==> src/rtl/pcpwm_pkg.sv <==
package pcpwm_pkg;

    typedef enum logic [1:0] {
        CM_OFF     = 2'b00,
        CM_OFF_ALT = 2'b01,
        CM_NONINV  = 2'b10,
        CM_INV     = 2'b11
    } cmp_mode_e;

    // Which level a pin event asks for, before polarity is applied
    typedef enum logic [1:0] {
        LVL_NONE = 2'b00,
        LVL_UP   = 2'b01,
        LVL_DOWN = 2'b10
    } lvl_evt_e;

    typedef struct packed {
        logic fire;      // counter stepped this cycle
        logic at_top;    // step arrived at the top value
        logic at_bottom; // step arrived at zero
        logic going_up;  // direction after the step
    } step_s;

    function automatic logic mode_live(input cmp_mode_e m);
        return (m == CM_NONINV) || (m == CM_INV);
    endfunction

    function automatic logic pin_level(input lvl_evt_e e, input cmp_mode_e m);
        return (e == LVL_DOWN) ^ (m == CM_INV);
    endfunction

endpackage

==> src/rtl/pcpwm_counter.sv <==
module pcpwm_counter
    import pcpwm_pkg::*;
#(
    parameter int W = 8
) (
    input  logic         clk,
    input  logic         rst,
    input  logic         tick,
    output logic [W-1:0] cnt_q,
    output logic [W-1:0] cnt_nxt,
    output step_s        step
);
    localparam logic [W-1:0] TOP    = '1;
    localparam logic [W-1:0] TOP_M1 = TOP - W'(1);
    localparam logic [W-1:0] ONE    = W'(1);

    logic up_q, up_nxt;

    always_comb begin
        cnt_nxt = cnt_q;
        up_nxt  = up_q;
        step    = '0;
        if (tick) begin
            step.fire = 1'b1;
            if (up_q) begin
                if (cnt_q == TOP_M1) begin
                    cnt_nxt     = TOP;
                    up_nxt      = 1'b0;
                    step.at_top = 1'b1;
                end else begin
                    cnt_nxt = cnt_q + ONE;
                end
            end else begin
                if (cnt_q == ONE) begin
                    cnt_nxt        = '0;
                    up_nxt         = 1'b1;
                    step.at_bottom = 1'b1;
                end else begin
                    cnt_nxt = cnt_q - ONE;
                end
            end
            step.going_up = up_nxt;
        end
    end

    always_ff @(posedge clk) begin
        if (rst) begin
            cnt_q <= '0;
            up_q  <= 1'b1;
        end else begin
            cnt_q <= cnt_nxt;
            up_q  <= up_nxt;
        end
    end

endmodule

==> src/rtl/pcpwm_compare.sv <==
module pcpwm_compare
    import pcpwm_pkg::*;
#(
    parameter int W = 8
) (
    input  logic         clk,
    input  logic         rst,
    input  logic         fire,
    input  logic         at_top,
    input  logic         going_up,
    input  logic [W-1:0] cnt_nxt,
    input  logic         wr,
    input  logic [W-1:0] wdata,
    output logic         match,
    output lvl_evt_e     evt
);
    localparam logic [W-1:0] TOP = '1;

    logic [W-1:0] hold_q, act_q, cmp_val;

    // At the turnaround the freshly loaded value is the one in force
    assign cmp_val = at_top ? hold_q : act_q;

    always_comb begin
        match = fire && (cnt_nxt == cmp_val);
        evt   = LVL_NONE;
        if (match) begin
            evt = going_up ? LVL_UP : LVL_DOWN;
        end else if (at_top && (act_q == TOP)) begin
            evt = LVL_UP; // leaving top: restore symmetry about zero
        end
    end

    always_ff @(posedge clk) begin
        if (rst) begin
            hold_q <= '0;
            act_q  <= '0;
        end else begin
            if (wr)     hold_q <= wdata;
            if (at_top) act_q  <= hold_q;
        end
    end

endmodule

==> src/rtl/pcpwm_output.sv <==
module pcpwm_output
    import pcpwm_pkg::*;
(
    input  logic      clk,
    input  logic      rst,
    input  cmp_mode_e mode,
    input  lvl_evt_e  evt,
    input  logic      match,
    input  logic      at_bottom,
    input  logic      ovf_clr,
    input  logic      cmp_clr,
    output logic      pin_q,
    output logic      ovf_q,
    output logic      cmp_q
);
    always_ff @(posedge clk) begin
        if (rst) begin
            pin_q <= 1'b0;
            ovf_q <= 1'b0;
            cmp_q <= 1'b0;
        end else begin
            if ((evt != LVL_NONE) && mode_live(mode)) begin
                pin_q <= pin_level(evt, mode);
            end
            ovf_q <= at_bottom | (ovf_q & ~ovf_clr);
            cmp_q <= match | (cmp_q & ~cmp_clr);
        end
    end

endmodule

==> src/rtl/pcpwm_timer.sv <==
module pcpwm_timer
    import pcpwm_pkg::*;
#(
    parameter int W = 8
) (
    input  logic         clk,
    input  logic         rst,
    input  logic         tick,
    input  logic         ocr_wr,
    input  logic [W-1:0] ocr_wdata,
    input  logic [1:0]   mode,
    input  logic         ovf_clr,
    input  logic         cmp_clr,
    output logic [W-1:0] cnt_o,
    output logic         pwm_out,
    output logic         ovf_flag,
    output logic         cmp_flag
);
    logic [W-1:0] cnt_nxt;
    step_s        step;
    logic         match;
    lvl_evt_e     evt;

    pcpwm_counter #(.W(W)) u_cnt (
        .clk     (clk),
        .rst     (rst),
        .tick    (tick),
        .cnt_q   (cnt_o),
        .cnt_nxt (cnt_nxt),
        .step    (step)
    );

    pcpwm_compare #(.W(W)) u_cmp (
        .clk      (clk),
        .rst      (rst),
        .fire     (step.fire),
        .at_top   (step.at_top),
        .going_up (step.going_up),
        .cnt_nxt  (cnt_nxt),
        .wr       (ocr_wr),
        .wdata    (ocr_wdata),
        .match    (match),
        .evt      (evt)
    );

    pcpwm_output u_out (
        .clk       (clk),
        .rst       (rst),
        .mode      (cmp_mode_e'(mode)),
        .evt       (evt),
        .match     (match),
        .at_bottom (step.at_bottom),
        .ovf_clr   (ovf_clr),
        .cmp_clr   (cmp_clr),
        .pin_q     (pwm_out),
        .ovf_q     (ovf_flag),
        .cmp_q     (cmp_flag)
    );

endmodule

==> config.mk <==
export PLATFORM = sky130hd
export DESIGN_NAME = pcpwm_timer
export DESIGN_NICKNAME = d
export VERILOG_FILES = /design/src/rtl/pcpwm_pkg.sv /design/src/rtl/pcpwm_counter.sv /design/src/rtl/pcpwm_compare.sv /design/src/rtl/pcpwm_output.sv /design/src/rtl/pcpwm_timer.sv
export SDC_FILE = /design/constraint.sdc
export NUM_CORES = 1
export LEC_CHECK = 0
export BUFFER_PORTS_ARGS = -buffer_cell sky130_fd_sc_hd__buf_4
export CAP_MARGIN = 5
export CORE_MARGIN = 3
export CORE_UTILIZATION = 30
export CTS_CLUSTER_DIAMETER = 100
export DETAILED_ROUTE_END_ITERATION = 10
export GPL_ROUTABILITY_DRIVEN = 0
export SLEW_MARGIN = 20
export SYNTH_ARGS = -nofsm -noshare
export SYNTH_HDL_FRONTEND = slang
export SYNTH_SLANG_ARGS = --single-unit
==> constraint.sdc <==
create_clock -name clk -period 4.1 [get_ports clk]
set_input_delay 0.41 -clock clk [delete_from_list [all_inputs] [get_ports clk]]
set_output_delay 0.41 -clock clk [all_outputs]
set_load 0.01 [all_outputs]
* Yosys cells after proc, flatten, opt, wreduce, memory -nomap -nowiden
Cells that the tools add are included.
Word-level totals: register bits after elaboration 28
Operators by class: $add $sub $neg 2, eq/ne operators 7, multiplexer cells 15, bitwise gates (word level) 7, reduce and logical (&&, ||, !) cells 5
Operators with widths (number):
- two-way mux 8 bit | 5
- equality test 8 bit, second input constant | 2
- adder 8 x 1 -> 8 bit, second input constant | 1
- equality test 8 x 1 -> 1 bit, second input constant | 1
- equality test 8 bit | 1
- subtractor 8 x 1 -> 8 bit, second input constant | 1
- two-way mux 1 bit | 7
- equality test 2 bit, second input constant | 3
- two-way mux 2 bit | 2
- two-way mux 4 bit | 1
- logical AND 1 bit | 3
- bitwise AND 1 bit | 2
- NOT 1 bit | 2
- bitwise OR 1 bit | 2
- nonzero test 2 bit | 1
- logical OR 1 bit | 1
- XOR 1 bit | 1

* Logic depth before layout (Yosys ltp)
Gate-level depths: netlist of run 1.
word-level depth 10, gate-level depth with buffers 10, depth with buffers taken out 9

* Cells and area by module
A second synthesis of run 1 with hierarchy kept.
Unflattened totals: cell total of the unflattened synthesis 195, area, all modules 1656.6 um^2
Modules (own cells, without submodules):
- pcpwm_counter | instances 1, cells each 110, area each 843.3 um^2
- pcpwm_compare | instances 1, cells each 70, area each 689.4 um^2
- pcpwm_output | instances 1, cells each 15, area each 123.9 um^2

* Least setup slack after synthesis of run 1
Ideal clock, no wire load.
path kind register to register, start point register u_cnt.cnt_q[1], end point register u_out.pin_q, arrival 2.192 ns, data required time 3.980 ns, setup slack 1.788 ns, stages on the path, launching flop included 10, path buffers 0, clock period less this slack 2.312 ns, path through dfxtp_1 > inv_1 > ha_1 > or4b_4 > o21ai_2 > o211ai_2 > o21a_1 > a2111oi_2 > nand4_1 > mux2i_1
Between the ends: word-level cells in the longest chain between the ends 10, elaborated cells on any way between the ends 25
Ends and longest elaborated chain:
- start, declared | line pcpwm_counter.sv:9 | output logic [W-1:0] cnt_q,
- start signal, assigned | line pcpwm_counter.sv:51 | cnt_q <= cnt_nxt;
- branches (longest 7 deep; another with subtractor 8 x 1 -> 8 bit)
- two-way mux 2 bit (*) | line pcpwm_compare.sv:27 | if (match) begin
- equality test 2 bit / nonzero test 2 bit (equally long branches) | line pcpwm_pkg.sv:29, pcpwm_output.sv:22
- XOR 1 bit / logical AND 1 bit (equally long branches) | line pcpwm_pkg.sv:29, pcpwm_output.sv:22
- end signal, assigned | line pcpwm_output.sv:23 | pin_q <= pin_level(evt, mode);
- end, declared | line pcpwm_output.sv:12 | output logic pin_q,
Every way passes the cells marked *. A chain may end at the register's enable or synchronous reset.

* Worst setup path after layout of run 1
start point register u_cnt.up_q, end point register u_out.pin_q
Between the ends: word-level cells in the longest chain between the ends 8, elaborated cells on any way between the ends 16
Ends and longest elaborated chain:
- start, declared | line pcpwm_counter.sv:17 | logic up_q, up_nxt;
- start signal, assigned | line pcpwm_counter.sv:52 | up_q <= up_nxt;
- two-way mux 1 bit | line pcpwm_counter.sv:25 | if (up_q) begin
- two-way mux 4 bit | line pcpwm_counter.sv:23 | if (tick) begin
- two-way mux 8 bit
- equality test 8 bit | line pcpwm_compare.sv:25 | match = fire && (cnt_nxt == cmp_val);
- logical AND 1 bit | line pcpwm_compare.sv:25
- two-way mux 2 bit (*) | line pcpwm_compare.sv:27
- equality test 2 bit / nonzero test 2 bit (equally long branches) | line pcpwm_pkg.sv:29, pcpwm_output.sv:22
- XOR 1 bit / logical AND 1 bit (equally long branches) | line pcpwm_pkg.sv:29, pcpwm_output.sv:22
Every way passes the cells marked *; elsewhere a longest branch is shown, timed or not.

==> results of run 1 <==
-- state kept, by name (all words and copies together), names as in the netlist --
name and cells:
u_cmp.act_q 8, u_cnt.cnt_q 8, u_out.ovf_q 1, u_cnt.up_q 1, u_out.pin_q 1, u_out.cmp_q 1, u_cmp.hold_q 8
-- synthesized netlist by cell type, types with 5 or more instances --
cell type	instances	area share, %
buf_2	6	1.7
o21ai_0	7	2.0
mux2i_1	15	8.4
a21oi_1	11	3.1
nor2_1	24	5.0
inv_1	7	1.5
dfxtp_1	28	31
nand2_1	17	3.6
xnor2_1	6	2.9
a21o_1	5	2.1
nor3_1	5	1.4
nand4_1	8	2.8
nand3_1	7	2.0
clkbuf_1	6	1.3
-- through the flow --
stage | area (sq um) | cells | hold slack (ps)
detailed placement | 1993 | 299 | 464.8
global placement | 1993 | 299 | 467.2
finish | 2064 | 303 | 362.9
CTS | 2064 | 303 | 354.6
floorplan | 1787 | 217 | 444.8
global route | 2064 | 303 | 359.6
-- layer usage --
layer | vias to the layer above | wire length, um | track usage (%)
li1 | 817 | - | -
met1 | 750 | 2105 | 19.09
met2 | 70 | 1931 | 19.61
met4 | 0 | 69 | 5.052
met5 | - | 0 | 0
met3 | 8 | 391 | 2.778
-- worst min-delay path, delay by kind of cell --
family        cells  cell delay, ps
buf+inv           1              80
mux               1              50
simple gates      1              70
-- placed cells by master, fill, tap and decap left out, drive strengths merged, types with 5 or more instances in the layout --
cell type and count:
buf 26, inv 7, nand4 8, nand3 8, nand2 17, nor2 24
mux2i 15, a21oi 11, dfxtp 28, xnor2 6, o21ai 8, a21o 5
nor3 6
-- power by group --
part	switching [mW]	leakage, nW	total, mW	internal (mW)
Combinational	0.0498	0.581	0.0965	0.0467
Sequential	0.0151	0.228	0.296	0.281
Clock	0.0941	0.0357	0.225	0.131
Total	0.159	0.845	0.617	0.458
-- cell families (layout without fill, tap and decap cells) --
family                     Yosys count  in the layout
buffers and inverters               23             37
AOI/OAI and AO/OA                   54             54
DFF                                 28             28
muxes                               17             17
xor gates and xnor gates             6              6
adders and majority gates            4              4
and+or+nand+nor                     85             85
-- final cells by class --
class / count / area [sq um]
Clock buffer: 3 / 41.29
Clock inverter: 1 / 30.03
Fill cell: 603 / 3577
Inverter: 7 / 26.28
Multi-Input combinational cell: 166 / 1121
Sequential cell: 28 / 560.5
Tap cell: 72 / 90.09
Timing Repair Buffer: 26 / 195.2
-- worst paths after layout --
path | from | endpoint | slack, ps | cells past startpoint
min | ocr_wdata[3] | u_cmp.hold_q[3]$_SDFFE_PP0P_ | 360 | 3
min reg2reg | u_cmp.act_q[1]$_SDFF_PP0_ | u_cmp.act_q[1]$_SDFF_PP0_ | 470 | 2
max reg2reg | u_cnt.up_q$_SDFFE_PP1P_ | u_out.pin_q$_SDFFE_PP0P_ | 1150 | 7
max | u_cnt.up_q$_SDFFE_PP1P_ | u_out.pin_q$_SDFFE_PP0P_ | 1150 | 7
==> results.py, run 1 <==
metrics = {
    "clocking": {
        "cts_tree": "yes",
        "cts_buffers": 3,
        "clockBufferDepth": 2,
        "clk_pin_slew_worst_paths_ps": 110,
        "cts_hold_buffers": 0,
        "clkLatencyLatePin_ps": 290,
        "cts_resized": 0,
        "htreeDepth": 1,
        "clockRootBuffer": "clkbuf_8",
        "cts_setup_buffers": 0,
        "clock_sinks": 28,
    },
    "routing": {
        "routedWlPerCell_um": 14.84,
        "antenna_left": 0,
        "drt_iter0_drc": 170,
        "drc_errors": 0,
        "drt-total-wl_mm": 4.497,
        "via_per_inst": 5.429,
        "firstDrtPassIters": 4,
        "vias": 1645,
    },
    "yosys": {
        "synth_mux_area_share_pct": 9.664,
        "synth_xor_area_share_pct": 2.941,
        "synthesis.nets": 237,
        "synthSimpleGateAreaFrac_pct": 26.26,
        "synth.avg_cell_area_sq_um": 8.234,
        "synth_edf_count": 0,
        "synth-main-ff-cell": "dfxtp_1",
        "syn_area_sq_um": 1787,
        "synth.distinct_cells": 49,
        "synthAdderAreaFrac_pct": 2.801,
        "syn-instance-count": 217,
        "synth_top_family_by_area": "simple AND/OR/NAND/NOR gates",
        "synthArstFlopShare_pct": 0,
        "synth.yosys.seq_area_share_pct": 31.37,
        "synth-seq-cells": 28,
        "synth_warnings": 0,
        "synth_compound_area_share_pct": 21.08,
    },
    "final_layout": {
        "drive_above_1_share_pct": 17.75,
        "area_growth_pct": 15.55,
        "utilization_pct": 36.59,
        "diodes": 0,
        "num-nets-final": 252,
    },
    "pwr": {
        "p_per_area_nw_per_um2": 299.0,
        "p_leak_nw": 0.8452,
        "p_total_mw": 0.6173,
        "ir_drop_v": 0.0002027,
    },
    "worst_setup_path": {
        "end_kind": "flip-flop",
        "timing.critical_path.mode_cell": "nand4_1",
        "cp.arrival_ps": 3140,
        "critPathMaxFanout": 21,
        "crit_path_cell_trace": "nand4_1 > nor4_4 > o22ai_1 > a21o_1 > a211oi_1 > nand4_1 > mux2i_1",
        "start_kind": "flip-flop",
        "critical-path-top-delay-family": "simple AND/OR/NAND/NOR gates",
        "critical_path_required_ps": 4290,
        "critPathBufInv": 0,
        "crit_type": "reg2reg",
        "slowest_delay_ps": 790,
        "slowest_stage": "dfxtp_1",
    },
    "sta": {
        "fmax_ghz": 0.3391,
        "layout_setup_ws_ps": 1151,
        "max_slew.worst_pin.slew_ps": 704.9,
        "setup_violations": 0,
        "tns_ps": 0,
        "relSlewSlack_pct": 52.94,
        "rsz0062_at_grt": "false",
        "fin_skew_ps": 13.50,
        "slew_violations": 0,
        "min_period_ps": 2949,
        "fin_crit_sh_pct": 71.93,
        "hold_violations": 0,
    },
    "global_route": {
        "overflow": 0,
        "antenna_found_initial": 0,
        "grt_usage_pct": 13.36,
        "grt_max_degree": 29,
        "grt_pass1_wl_mm": 7.741,
        "grt_pass1_vias": 1554,
    },
    "floorplanning": {
        "die_w_um": 83.18,
        "ioPinCount": 27,
        "rows": 27,
        "start_util_pct": 31.67,
        "die_height_um": 83.18,
        "core-area_sq_um": 5642,
        "dieArea_sq_um": 6918,
    },
    "job": {
        "drv_cap": 0,
    },
    "placed_design": {
        "hpwl_mm": 3.251,
        "place_ws_ps": 1139,
        "place.port_buffers": 26,
    },
    "worst_hold_path": {
        "hold_class": "in2reg",
    },
    "status": {
        "status": "finished, final reports clean",
    },
}
(Power assumes the default switching activity.)
==> run 2, diff against run 1 <==
==> constraint.sdc (replaced) <==
create_clock -name clk -period 2.7 [get_ports clk]
set_input_delay 0.27 -clock clk [delete_from_list [all_inputs] [get_ports clk]]
set_output_delay 0.27 -clock clk [all_outputs]
set_load 0.01 [all_outputs]
==> results.py, run 2 (synthesis results as in run 1) <==
metrics = {
    "worst_setup_path": {
        "reg2reg_from": "u_cnt.cnt_q[0]$_SDFF_PP0_",
        "slowest_delay_ps": 520,
        "end_kind": "flip-flop",
        "critPathMaxFanout": 6,
        "start_kind": "flip-flop",
        "crit_path_cell_trace": "ha_1 > or4b_4 > o21ai_2 > o211ai_2 > o21a_1 > a2111oi_2 > nand4_1 > mux2i_1",
        "critical_path_required_ps": 2880,
        "cp.arrival_ps": 2670,
        "crit_type": "reg2reg",
        "crit_start": "u_cnt.cnt_q[0]$_SDFF_PP0_",
        "slowest_stage": "or4b_4",
    },
    "sta": {
        "tns_ps": 0,
        "fin_skew_ps": 9.051,
        "min_period_ps": 2486,
        "hold_violations": 0,
        "slew_violations": 0,
        "setup_violations": 0,
        "relSlewSlack_pct": 65.20,
        "fmax_ghz": 0.4023,
        "max_slew.worst_pin.slew_ps": 520.7,
        "rsz0062_at_grt": "false",
        "fin_crit_sh_pct": 92.06,
    },
    "global_route": {
        "grt_pass1_vias": 1568,
        "overflow": 0,
        "antenna_found_initial": 0,
        "grt_max_degree": 29,
        "grt_pass1_wl_mm": 7.576,
        "grt_usage_pct": 12.92,
    },
    "routing": {
        "firstDrtPassIters": 4,
        "drc_errors": 0,
        "antenna_left": 0,
        "vias": 1674,
        "drt-total-wl_mm": 4.577,
        "routedWlPerCell_um": 14.67,
        "via_per_inst": 5.365,
        "drt_iter0_drc": 148,
    },
    "final_layout": {
        "mostFrequentLayoutCells": "35 x buf_4, 27 x dfxtp_1, 24 x nor2_1",
        "num-nets-final": 261,
        "drive_above_1_share_pct": 21.67,
        "diodes": 0,
        "finalNonFillerCells": 312,
        "area_growth_pct": 19.75,
        "top_regs": "u_cmp.act_q (8), u_cmp.hold_q (8), u_cnt.cnt_q (8)",
        "final_common_cell": "buf_4",
    },
    "clocking": {
        "cts_buffers": 3,
        "clkLatencyLatePin_ps": 280,
        "clock_sinks": 28,
        "htreeDepth": 1,
        "clockRootBuffer": "clkbuf_8",
        "cts_setup_buffers": 0,
        "cts_tree": "yes",
        "clockBufferDepth": 2,
        "clk_pin_slew_worst_paths_ps": 100,
    },
    "placed_design": {
        "dpl.cell_count": 308,
        "place.port_buffers": 26,
        "hpwl_mm": 3.470,
    },
    "worst_hold_path": {
        "min_from": "ocr_wdata[5]",
        "hold_class": "in2reg",
    },
    "pwr": {
        "p_leak_nw": 0.8894,
        "p_per_area_nw_per_um2": 437.5,
        "ir_drop_v": 0.0003164,
    },
    "floorplanning": {
        "rows": 27,
        "dieArea_sq_um": 6918,
        "die_w_um": 83.18,
        "ioPinCount": 27,
        "core-area_sq_um": 5642,
        "die_height_um": 83.18,
        "start_util_pct": 31.67,
    },
    "status": {
        "status": "finished, final reports clean",
    },
    "job": {
        "drv_cap": 0,
    },
}
## run 2: worst max-delay path: cells and delay by family (launching register included)
kind	cells	cell delay (ps)
AO/OA/AOI/OAI	4	820
AND/OR/NAND/NOR	2	720
multiplexers	1	150
flip-flops	1	440
adder cells (fa/ha/maj)	1	240
## run 2: power breakdown
part	internal, mW	switching (mW)
clock network	0.199	0.137
logic	0.0754	0.0778
registers	0.426	0.0204
## run 2: timing repair
action / in CTS / in global routing
resized for setup: 0 / 3
hold buffers: 0 / 0
endpoints found under the setup margin: 0 / 2
## run 2: final timing paths
| kind | endpoint | slack (ps) | cells after the start |
|---|---|---|---|
| worst min-delay path | u_cmp.hold_q[5]$_SDFFE_PP0P_ | 230 | 3 |
| worst max register to register | u_out.pin_q$_SDFFE_PP0P_ | 210 | 8 |
| worst max-delay path | u_out.pin_q$_SDFFE_PP0P_ | 210 | 8 |
| worst min register to register | u_cmp.act_q[1]$_SDFF_PP0_ | 480 | 2 |
## run 2: cell type report
class | instances | area [sq um]
inverter | 7 | 26.28
tap | 72 | 90.09
clock buffer | 3 | 41.29
timing repair buffer | 35 | 262.8
fill | 584 | 3502
clock inverter | 1 | 30.03
multi-input combinational | 166 | 1127
sequential | 28 | 561.8
## run 2: layer usage
layer,global-route usage [%],up-vias,share of wire [%]
met5,0,-,0
met4,2.823,0,1.7
met3,2.381,12,4.1
met2,20.85,42,45
met1,17.90,784,49
li1,-,836,-
## run 2: metrics by stage
| step | instance area, sq um | total power [mW] | utilization (%) | hold WS (ps) | setup WS (ps) |
|---|---|---|---|---|---|
| floorplan | 1787 | 0.5555 | - | 417.0 | 388.1 |
| global placement | 2061 | 0.6068 | 36.53 | 464.8 | 263.2 |
| detailed placement | 2061 | 0.6072 | 36.53 | 467.9 | 195.2 |
| CTS | 2132 | 0.9432 | 37.79 | 218.7 | 169.3 |
| global route | 2140 | 0.9802 | 37.92 | 224.3 | 31.79 |
| finish | 2140 | 0.9360 | 37.92 | 225.8 | 214.3 |
